===== config.mk =====
export PLATFORM = sky130hd
export DESIGN_NAME = dacspi_if
export DESIGN_NICKNAME = d
export VERILOG_FILES = /design/src/rtl/dacspi_pkg.sv /design/src/rtl/dacspi_sync.sv /design/src/rtl/dacspi_rx.sv /design/src/rtl/dacspi_tx.sv /design/src/rtl/dacspi_regs.sv /design/src/rtl/dacspi_if.sv
export SDC_FILE = /design/constraint.sdc
export NUM_CORES = 1
export LEC_CHECK = 0
export ABC_AREA = 1
export BUFFER_PORTS_ARGS = -buffer_cell sky130_fd_sc_hd__buf_2
export CORE_ASPECT_RATIO = 1.1
export CORE_MARGIN = 4
export CORE_UTILIZATION = 25
export DETAILED_ROUTE_END_ITERATION = 12
export PLACE_DENSITY = 0.38
export SLEW_MARGIN = 40
export SYNTH_ARGS = -nofsm -noshare
export SYNTH_HDL_FRONTEND = slang
export SYNTH_SLANG_ARGS = --single-unit

===== constraint.sdc =====
create_clock -name clk -period 3.2 [get_ports clk]
set_input_delay 0.32 -clock clk [delete_from_list [all_inputs] [get_ports clk]]
set_output_delay 0.32 -clock clk [all_outputs]
set_load 0.01 [all_outputs]

===== src/rtl/dacspi_pkg.sv =====
package dacspi_pkg;

  localparam int unsigned CMD_W   = 24;
  localparam int unsigned CRC_W   = 8;
  localparam int unsigned FRAME_W = CMD_W + CRC_W;
  localparam int unsigned DATA_W  = 16;
  localparam int unsigned RADDR_W = 5;
  localparam int unsigned LEAD_W  = CMD_W - DATA_W;

  localparam logic [RADDR_W-1:0] STAT_ADDR = 5'd31;
  localparam logic [CRC_W-1:0]   CRC_POLY  = 8'h07;

  typedef struct packed {
    logic               rd;
    logic [1:0]         dev;
    logic [RADDR_W-1:0] addr;
    logic [DATA_W-1:0]  data;
  } cmd_t;

  function automatic logic [CRC_W-1:0] crc8_cmd(input logic [CMD_W-1:0] d);
    logic [CRC_W-1:0] c;
    logic             fb;
    c = '0;
    for (int i = CMD_W - 1; i >= 0; i--) begin
      fb = c[CRC_W-1] ^ d[i];
      c  = {c[CRC_W-2:0], 1'b0};
      if (fb) c = c ^ CRC_POLY;
    end
    return c;
  endfunction

endpackage


===== src/rtl/dacspi_sync.sv =====
module dacspi_sync #(
  parameter int unsigned WIDTH  = 3,
  parameter int unsigned STAGES = 2
) (
  input  logic             clk,
  input  logic             rst,
  input  logic [WIDTH-1:0] d,
  output logic [WIDTH-1:0] q
);

  logic [WIDTH-1:0] chain [STAGES];

  generate
    for (genvar s = 0; s < STAGES; s++) begin : g_stage
      if (s == 0) begin : g_first
        always_ff @(posedge clk) begin
          if (rst) chain[0] <= '1;
          else     chain[0] <= d;
        end
      end else begin : g_next
        always_ff @(posedge clk) begin
          if (rst) chain[s] <= '1;
          else     chain[s] <= chain[s-1];
        end
      end
    end
  endgenerate

  assign q = chain[STAGES-1];

endmodule


===== src/rtl/dacspi_rx.sv =====
module dacspi_rx #(
  parameter int unsigned FW = 32
) (
  input  logic                   clk,
  input  logic                   rst,
  input  logic                   start,
  input  logic                   bit_stb,
  input  logic                   bit_in,
  output logic [FW-1:0]          shreg,
  output logic [$clog2(FW+2)-1:0] count
);

  localparam int unsigned CW = $clog2(FW + 2);
  localparam logic [CW-1:0] CMAX = '1;

  always_ff @(posedge clk) begin
    if (rst) begin
      shreg <= '0;
      count <= '0;
    end else if (start) begin
      shreg <= '0;
      count <= '0;
    end else if (bit_stb) begin
      shreg <= {shreg[FW-2:0], bit_in};
      if (count != CMAX) count <= count + 1'b1;
    end
  end

endmodule


===== src/rtl/dacspi_tx.sv =====
module dacspi_tx #(
  parameter int unsigned FW = 32
) (
  input  logic          clk,
  input  logic          rst,
  input  logic          load,
  input  logic [FW-1:0] word,
  input  logic          shift,
  input  logic          stop,
  output logic          sdo,
  output logic          oe
);

  logic [FW-1:0] osr;

  always_ff @(posedge clk) begin
    if (rst) begin
      osr <= '0;
      sdo <= 1'b0;
      oe  <= 1'b0;
    end else if (load) begin
      osr <= word;
      sdo <= word[FW-1];
      oe  <= 1'b1;
    end else if (stop) begin
      sdo <= 1'b0;
      oe  <= 1'b0;
    end else if (shift) begin
      osr <= {osr[FW-2:0], 1'b0};
      sdo <= osr[FW-2];
    end
  end

endmodule


===== src/rtl/dacspi_regs.sv =====
module dacspi_regs #(
  parameter int unsigned NUM = 8,
  parameter int unsigned DW  = 16,
  localparam int unsigned AW = (NUM > 1) ? $clog2(NUM) : 1
) (
  input  logic          clk,
  input  logic          we,
  input  logic [AW-1:0] waddr,
  input  logic [DW-1:0] wdata,
  input  logic [AW-1:0] raddr,
  output logic [DW-1:0] rdata
);

  logic [DW-1:0] mem [NUM];

  always_ff @(posedge clk) begin
    if (we) mem[waddr] <= wdata;
    rdata <= mem[raddr];
  end

endmodule


===== src/rtl/dacspi_if.sv =====
module dacspi_if
  import dacspi_pkg::*;
#(
  parameter int unsigned NUM_REGS    = 8,
  parameter int unsigned SYNC_STAGES = 2
) (
  input  logic       clk,
  input  logic       rst,
  input  logic       sclk_i,
  input  logic       cs_n_i,
  input  logic       mosi_i,
  input  logic [1:0] dev_addr_i,
  input  logic       crc_en_i,
  input  logic       stat_wr_en_i,
  output logic       sdo_o,
  output logic       sdo_oe_o,
  output logic       fault_n_o
);

  localparam int unsigned AW = (NUM_REGS > 1) ? $clog2(NUM_REGS) : 1;
  localparam int unsigned CW = $clog2(FRAME_W + 2);
  localparam logic [CW-1:0] LEN_SHORT = CW'(CMD_W);
  localparam logic [CW-1:0] LEN_LONG  = CW'(FRAME_W);
  localparam logic [RADDR_W-1:0] REG_LIMIT = RADDR_W'(NUM_REGS);

  // input synchronization and edge detection
  logic [2:0] pins_s;
  logic       sclk_s, cs_act, mosi_s;
  logic       sclk_d, cs_act_d;
  logic       cs_fall_ev, cs_rise_ev, sclk_rise_ev, sclk_fall_ev;

  dacspi_sync #(.WIDTH(3), .STAGES(SYNC_STAGES)) u_sync (
    .clk (clk),
    .rst (rst),
    .d   ({sclk_i, cs_n_i, mosi_i}),
    .q   (pins_s)
  );

  assign sclk_s = pins_s[2];
  assign cs_act = ~pins_s[1];
  assign mosi_s = pins_s[0];

  always_ff @(posedge clk) begin
    if (rst) begin
      sclk_d   <= 1'b0;
      cs_act_d <= 1'b0;
    end else begin
      sclk_d   <= sclk_s;
      cs_act_d <= cs_act;
    end
  end

  assign cs_fall_ev   = cs_act & ~cs_act_d;
  assign cs_rise_ev   = ~cs_act & cs_act_d;
  assign sclk_rise_ev = cs_act & sclk_s & ~sclk_d;
  assign sclk_fall_ev = cs_act & ~sclk_s & sclk_d;

  // receive path
  logic [FRAME_W-1:0] rx_sh;
  logic [CW-1:0]      rx_cnt;

  dacspi_rx #(.FW(FRAME_W)) u_rx (
    .clk     (clk),
    .rst     (rst),
    .start   (cs_fall_ev),
    .bit_stb (sclk_rise_ev),
    .bit_in  (mosi_s),
    .shreg   (rx_sh),
    .count   (rx_cnt)
  );

  // frame decode (stage 0, valid in the cycle of cs_rise_ev)
  cmd_t d_cmd;
  logic d_len_ok, d_crc_ok, d_addr_ok;

  always_comb begin
    if (crc_en_i) begin
      d_cmd    = cmd_t'(rx_sh[FRAME_W-1:CRC_W]);
      d_len_ok = (rx_cnt == LEN_LONG);
      d_crc_ok = (crc8_cmd(rx_sh[FRAME_W-1:CRC_W]) == rx_sh[CRC_W-1:0]);
    end else begin
      d_cmd    = cmd_t'(rx_sh[CMD_W-1:0]);
      d_len_ok = (rx_cnt == LEN_SHORT) || (rx_cnt == LEN_LONG);
      d_crc_ok = 1'b1;
    end
    d_addr_ok = (d_cmd.dev == dev_addr_i);
  end

  // commit stage registers
  logic p1, q_len_ok, q_crc_ok, q_addr_ok;
  cmd_t q_cmd;

  always_ff @(posedge clk) begin
    if (rst) begin
      p1        <= 1'b0;
      q_len_ok  <= 1'b0;
      q_crc_ok  <= 1'b0;
      q_addr_ok <= 1'b0;
      q_cmd     <= '0;
    end else begin
      p1 <= cs_rise_ev;
      if (cs_rise_ev) begin
        q_len_ok  <= d_len_ok;
        q_crc_ok  <= d_crc_ok;
        q_addr_ok <= d_addr_ok;
        q_cmd     <= d_cmd;
      end
    end
  end

  // register file
  logic [DATA_W-1:0] reg_q;
  logic              q_in_range;
  logic              frame_ok, crc_bad, len_bad, wr_en, rd_req, stat_clr;

  assign q_in_range = (q_cmd.addr < REG_LIMIT);
  assign frame_ok   = q_len_ok & q_crc_ok & q_addr_ok;
  assign len_bad    = p1 & ~q_len_ok;
  assign crc_bad    = p1 & q_len_ok & ~q_crc_ok;
  assign wr_en      = p1 & frame_ok & ~q_cmd.rd & q_in_range;
  assign rd_req     = p1 & frame_ok & q_cmd.rd;
  assign stat_clr   = rd_req & (q_cmd.addr == STAT_ADDR);

  dacspi_regs #(.NUM(NUM_REGS), .DW(DATA_W)) u_regs (
    .clk   (clk),
    .we    (wr_en),
    .waddr (q_cmd.addr[AW-1:0]),
    .wdata (q_cmd.data),
    .raddr (d_cmd.addr[AW-1:0]),
    .rdata (reg_q)
  );

  // sticky status and readback holding register
  logic              len_flag;
  logic [DATA_W-1:0] status_w;
  logic [DATA_W-1:0] rd_data;
  logic              rd_pend;

  assign status_w = {{(DATA_W-2){1'b0}}, len_flag, ~fault_n_o};

  always_ff @(posedge clk) begin
    if (rst) begin
      fault_n_o <= 1'b1;
      len_flag  <= 1'b0;
      rd_data   <= '0;
      rd_pend   <= 1'b0;
    end else begin
      if (stat_clr) begin
        fault_n_o <= 1'b1;
        len_flag  <= 1'b0;
      end else begin
        if (crc_bad) fault_n_o <= 1'b0;
        if (len_bad) len_flag  <= 1'b1;
      end
      if (rd_req) begin
        rd_pend <= 1'b1;
        if (stat_clr)        rd_data <= status_w;
        else if (q_in_range) rd_data <= reg_q;
        else                 rd_data <= '0;
      end else if (cs_fall_ev) begin
        rd_pend <= 1'b0;
      end
    end
  end

  // transmit word selection
  logic [DATA_W-1:0]  tx_data;
  logic               tx_any;
  logic [CRC_W-1:0]   tx_crc;
  logic [FRAME_W-1:0] tx_word;

  always_comb begin
    tx_any  = rd_pend | stat_wr_en_i;
    tx_data = rd_pend ? rd_data : status_w;
    tx_crc  = crc_en_i ? crc8_cmd({{LEAD_W{1'b0}}, tx_data}) : '0;
    tx_word = tx_any ? {{LEAD_W{1'b0}}, tx_data, tx_crc} : '0;
  end

  dacspi_tx #(.FW(FRAME_W)) u_tx (
    .clk   (clk),
    .rst   (rst),
    .load  (cs_fall_ev),
    .word  (tx_word),
    .shift (sclk_fall_ev),
    .stop  (cs_rise_ev),
    .sdo   (sdo_o),
    .oe    (sdo_oe_o)
  );

endmodule


After elaboration in Yosys (flattened, before gate mapping)
Memory sizes are Yosys's and may differ from the RTL's. A register that Yosys moved wholly into a read port is not among the register bits.
Cells that the tools add are included.
Cells by class
  add/subtract/negate cells: 1
  magnitude comparators: 1
  equal/unequal tests: 7
  multiplexer cells: 89
  bitwise operators: 103
  reduce and logical (&&, ||, !) cells: 9
Operators by type and width (number)
  8-bit two-way mux: 25
  3-bit two-way mux: 42
  3-bit inverter: 38
  31-bit two-way mux: 3
  16-bit two-way mux: 3
  24-bit two-way mux: 2
  1-bit bitwise XOR: 33
  1-bit AND: 16
  1-bit two-way mux: 14
  8-bit equality test: 1
  1-bit inverter: 8
  6-bit by 1-bit adder with 6-bit output (second input constant): 1
  6-bit by 5-bit equality test with 1-bit output (second input constant): 1
  6-bit equality test (second input constant): 1
  6-bit inequality test (second input constant): 1
  2-bit nonzero test: 3
  5-bit equality test (second input constant): 1
  5-bit by 4-bit < comparator with 1-bit output (second input constant): 1
  1-bit bitwise XOR (first input constant): 5
  2-bit AND reduction: 2
  2-bit OR reduction: 2
  1-bit bitwise OR: 3
  3-bit nonzero test: 1
  2-bit equality test: 1
  other kinds (2): 2
Word-level totals
  register bits: 118
  RAM bits: 134
  input bits: 9
  output and inout bits: 3
  logic and storage cells: 230
  memories kept: 2
Memories
  u_regs.mem: depth 8, bits a word 16, rd ports 1, clocked after Yosys merged registers in 1, wr ports 1, line dacspi_regs.sv:14  | logic [DW-1:0] mem [NUM];
  u_sync.chain: depth 2, bits a word 3, rd ports 2, clocked after Yosys merged registers in 0, wr ports 2, line dacspi_sync.sv:11  | logic [WIDTH-1:0] chain [STAGES];

Depth between registers and ports, before layout
  depth in word-level cells: 73
  mapped depth: 22
  mapped depth without buffers: 22

Modules after synthesis
Synthesis repeated with hierarchy kept, for this count alone.
Unflattened totals
  cells, all modules: 1703
  area total of the unflattened synthesis: 13140.1 um2
Modules (own cells, without submodules)
  dacspi_regs: times used 1, cells each 587, area each 5989.5 um2, seq. area each 4164.0 um2
  dacspi_if: times used 1, cells each 659, area each 3953.8 um2, seq. area each 940.9 um2
  dacspi_tx: times used 1, cells each 251, area each 1597.8 um2, seq. area each 660.6 um2
  dacspi_rx: times used 1, cells each 187, area each 1430.1 um2, seq. area each 760.7 um2
  dacspi_sync: times used 1, cells each 19, area each 168.9 um2, seq. area each 120.1 um2

Least setup slack after synthesis
Ideal clock, no wire load.
  kind: reg2reg
  from: register p1
  to: memory u_regs.mem[0][0] (enable)
  setup time: 409 ps
  arrival: 1964 ps
  required time: 2791 ps
  path slack: 827 ps
  stages on the path, launching flop included: 5
  buffers on the path: 0
  cells stage by stage: dfxtp_1 > nand4_1 > nor4_1 > nand2_1 > nor3_1
Between the ends
  cells in the longest elaborated chain, start to end: 5
Ends and longest elaborated chain
  start: declaration: line dacspi_if.sv:90  | logic p1, q_len_ok, q_crc_ok, q_addr_ok;
  start signal: assignment: line dacspi_if.sv:101  | p1 <= cs_rise_ev;
  1-bit AND (3 in series): line dacspi_if.sv:120  | assign wr_en = p1 & frame_ok & ~q_cmd.rd & q_in_range;
  1-bit two-way mux: line dacspi_regs.sv:17  | if (we) mem[waddr] <= wdata;
  1-bit two-way mux (implied by the code): line dacspi_regs.sv:17
  end: declaration: line dacspi_regs.sv:14
No other way between the ends.

Final worst setup path
  from: register rd_pend
  to: register u_tx.osr[2]
Between the ends
  cells in the longest elaborated chain, start to end: 16
Ends and longest elaborated chain
  start: declaration: line dacspi_if.sv:137  | logic rd_pend;
  start signal: assignment: line dacspi_if.sv:146  | rd_pend <= 1'b0;
  start signal: assignment: line dacspi_if.sv:156  | rd_pend <= 1'b1;
  start signal: assignment: line dacspi_if.sv:161  | rd_pend <= 1'b0;
  16-bit two-way mux: line dacspi_if.sv:174  | tx_data = rd_pend ? rd_data : status_w;
  1-bit bitwise XOR: line dacspi_pkg.sv:25  | fb = c[CRC_W-1] ^ d[i];
  3-bit two-way mux: line dacspi_pkg.sv:27  | if (fb) c = c ^ CRC_POLY;
  3-bit inverter (no source line)
  3-bit two-way mux: line dacspi_pkg.sv:27
  3-bit inverter (no source line)
  3-bit two-way mux: line dacspi_pkg.sv:27
  1-bit bitwise XOR: line dacspi_pkg.sv:25
  3-bit two-way mux: line dacspi_pkg.sv:27
  3-bit inverter (no source line)
  3-bit two-way mux: line dacspi_pkg.sv:27
  3-bit inverter (no source line)
  3-bit two-way mux: line dacspi_pkg.sv:27
  8-bit two-way mux: line dacspi_if.sv:175  | tx_crc = crc_en_i ? crc8_cmd({{LEAD_W{1'b0}}, tx_data}) : '0;
  24-bit two-way mux (*): line dacspi_if.sv:176  | tx_word = tx_any ? {{LEAD_W{1'b0}}, tx_data, tx_crc} : '0;
  31-bit two-way mux (*): line dacspi_tx.sv:21  | end else if (load) begin
  end signal: assignment: line dacspi_tx.sv:22  | osr <= word;
  end signal: assignment: line dacspi_tx.sv:29  | osr <= {osr[FW-2:0], 1'b0};
  end: declaration: line dacspi_tx.sv:14  | logic [FW-1:0] osr;
Mark *: on every way between the ends. The rest lies on a longest branch, timed or not.
A chain may end at the register's enable or synchronous reset.

==> results.cfg <==
[run_status]
status = complete, no violations

[setup_path]
r2r_end = u_tx.osr[2]
crit_path_end = u_tx.osr[2]
worst_r2r_path_depth = 11
cp_max_fo = 23
critPathKind = register to register
cp.arrival_ns = 2.84
cp-start-kind = register
r2r_slack_ns = 0.85
cp.required_ns = 3.70
timing.rr.start = rd_pend
critPathLaunch = rd_pend
end_kind = register

[timing]
rsz0062_at_grt = false
setup_violations = 0
finalHoldViolCount = 0
period_needed_ns = 2.345
finalCritPeriodShare = 0.7329
worstMarginPinSlew_ns = 0.6527
fin_tns_setup_ns = 0
whs_ns = 0.08245
skew_ns = 0.01553
drv_slew = 0
slew_headroom = 0.5603
fmax_ghz = 0.4264

[cts]
cts_buffer_depth = 3
cts.sinks = 268
cts_tree = built
h-tree-depth = 1
insertion_delay_ns = 0.57
cts_buffers = 31
clk_pin_slew_ns = 0.06
cts_setup_buffers = 0
cts.repair.resized = 0
cts-root-buf = clkbuf_16
cts_hold_buf = 3

[power]
p_leak_nw = 5.006
p_per_area_mw_per_mm2 = 596.2
ir_worst_vdd_uv = 363.9

[route]
vias = 8912
avgViaCountPerCell = 4.594
routed_wl_um = 33150
dr.first_iter.drc_count = 480
drt_pass1_iterations = 4
ant_nets = 0
routedWlPerCell_um = 17.09
route.detailed.drc = 0

[finish]
nets = 1341
antenna_cells = 0
layout-drive-gt1-share = 0.1250
fin_util = 0.2973
design_area_sq_mm = 0.01367
syn_to_final_growth_pct = 16.63

[synth]
yosys.area.top_type = edfxtp_1
synthTopCellsByCount = nand2_1 (245), o21ai_0 (162), dfxtp_1 (140)
yosys_warnings = 0
synth_seq_cells = 268
synth.most_common_cell = nand2_1
ys_seq_area_frac = 0.5672
synth_ff_type = dfxtp_1
yosys.area.top_type_share = 0.3280
avgSynthCellArea_sq_um = 8.951
netlist_area_sq_mm = 0.01172
synth.net_count = 1322
async_flop_share = 0
synthTopCellsByArea = edfxtp_1 (33%), dfxtp_1 (24%), nand2_1 (7.8%), o21ai_0 (6.9%), nor2_1 (4.5%)
synth_edf_count = 128
synth.distinct_cells = 45
synthCells = 1309

[hold_path]
min_path_type = input port to register
worstHoldStart = dev_addr_i[1]

[floorplan]
rows = 82
fp.dieW_um = 214.4
coreArea_sq_mm = 0.04596
dieArea_sq_mm = 0.05040
io-pin-count = 12
floorplan.initialDensity = 0.2549
die_h_um = 235.1

[placed_design]
globalplace.congestion = 0.7496
io_buffers = 11
place_hpwl_um = 22210
place_area_sq_mm = 0.01258

[global_route]
grt_pass1_vias = 8755
grt_pass1_wl_um = 51930
grt_max_degree = 66
grt.total_usage = 0.1296
antenna_found_initial = 0
overflow = 0

[job]
cap_violations = 0
## report_power, final
part / internal [W] / switching, W
Clock: 0.00226 / 0.00140
Combinational: 0.000252 / 0.000511
Sequential: 0.00365 / 0.0000786
## layout by cell type (no fill, tap or decap), types with 3 or more instances in the layout
cell | netlist | layout
nand2_1 | 245 | 244
xor2_1 | 11 | 11
a21oi_1 | 91 | 91
clkbuf_16 | 0 | 31
o21ai_1 | 5 | 3
o21ai_0 | 162 | 162
nand2_4 | 3 | 3
nor3_2 | 2 | 5
a21oi_2 | 4 | 4
inv_2 | 14 | 14
nand2_2 | 18 | 19
clkbuf_8 | 0 | 3
xor2_2 | 7 | 7
bufinv_16 | 0 | 5
inv_1 | 72 | 71
dfxtp_1 | 140 | 140
buf_4 | 0 | 33
clkbuf_1 | 56 | 12
o21ai_2 | 2 | 3
xnor2_1 | 11 | 11
nor2_1 | 139 | 134
nor2_2 | 0 | 5
nand3_2 | 7 | 7
clkinv_1 | 2 | 4
a31oi_1 | 31 | 31
nand3_1 | 82 | 82
o22ai_1 | 20 | 20
nor3_1 | 12 | 8
ha_1 | 4 | 4
edfxtp_1 | 128 | 128
buf_2 | 0 | 11
dlygate4sd3_1 | 0 | 3
or2_2 | 6 | 6
a22oi_1 | 9 | 9
## sequential cells by signal, summed over array words and instances (netlist names), 6 cells and up
signal        flops
u_sync.chain      6
u_rx.count        6
u_rx.shreg       32
q_cmd            22
u_regs.rdata     16
u_regs.mem      128
rd_data          16
u_tx.osr         31
## critical path, cell delays in order (launching register included)
cell and delay [ns]:
dfxtp_1 0.46, buf_4 0.33, nand2_2 0.13, xnor2_2 0.18
nand2_1 0.09, o21ai_2 0.08, xor2_2 0.24, xor2_2 0.22
xor2_2 0.19, xnor2_1 0.15, nand2_1 0.08, a21oi_1 0.13
## how the worst min path moves through the flow
stage	end	slack (ns)	cells after the start
2_1_floorplan	u_sync.chain[1][0]	0.39	1
3_3_place_gp	u_sync.chain[1][0]	0.39	1
3_5_place_dp	u_sync.chain[1][0]	0.40	1
4_1_cts	q_addr_ok	0.04	4
5_1_grt	q_addr_ok	0.05	4
6_report	q_addr_ok	0.08	4
## cells by family (layout without fill, tap and decap cells)
logic type                 count (synthesis)  after routing  synth area share
and+or+nand+nor                          520            520            0.1909
adders and majority gates                  4              4          0.004271
DFF                                      268            268            0.5672
xor gates and xnor gates                  33             33           0.03364
buffers and inverters                    150            193           0.04933
AOI/OAI and AO/OA                        334            334            0.1546
## cell type report
cell class	count	area, sq um
clock buffer	46	862.1
clock inverter	11	188.9
fill	4849	32300
inverter	88	330.3
multi-input combinational	891	4549
sequential	268	6646
tap	588	735.7
timing repair buffer	48	352.8
## layer usage
metal	part of all wire	vias up	GRT usage
li1	-	4534	-
met1	0.47	4232	0.1707
met2	0.48	101	0.2255
met3	0.027	45	0.01641
met4	0.022	0	0.03419
met5	0	-	0
## metrics by stage
step / setup WS, ns / std cells / total power, W
after floorplan: 0.8265 / 1309 / 0.004334
after global placement: 0.8641 / 1880 / 0.004576
after detailed placement: 0.8431 / 1880 / 0.004574
after CTS: 0.8356 / 1940 / 0.008287
after global routing: 0.5877 / 1940 / 0.008546
final: 0.8548 / 1940 / 0.008148
Note: power is estimated with default switching activity, not from simulation.
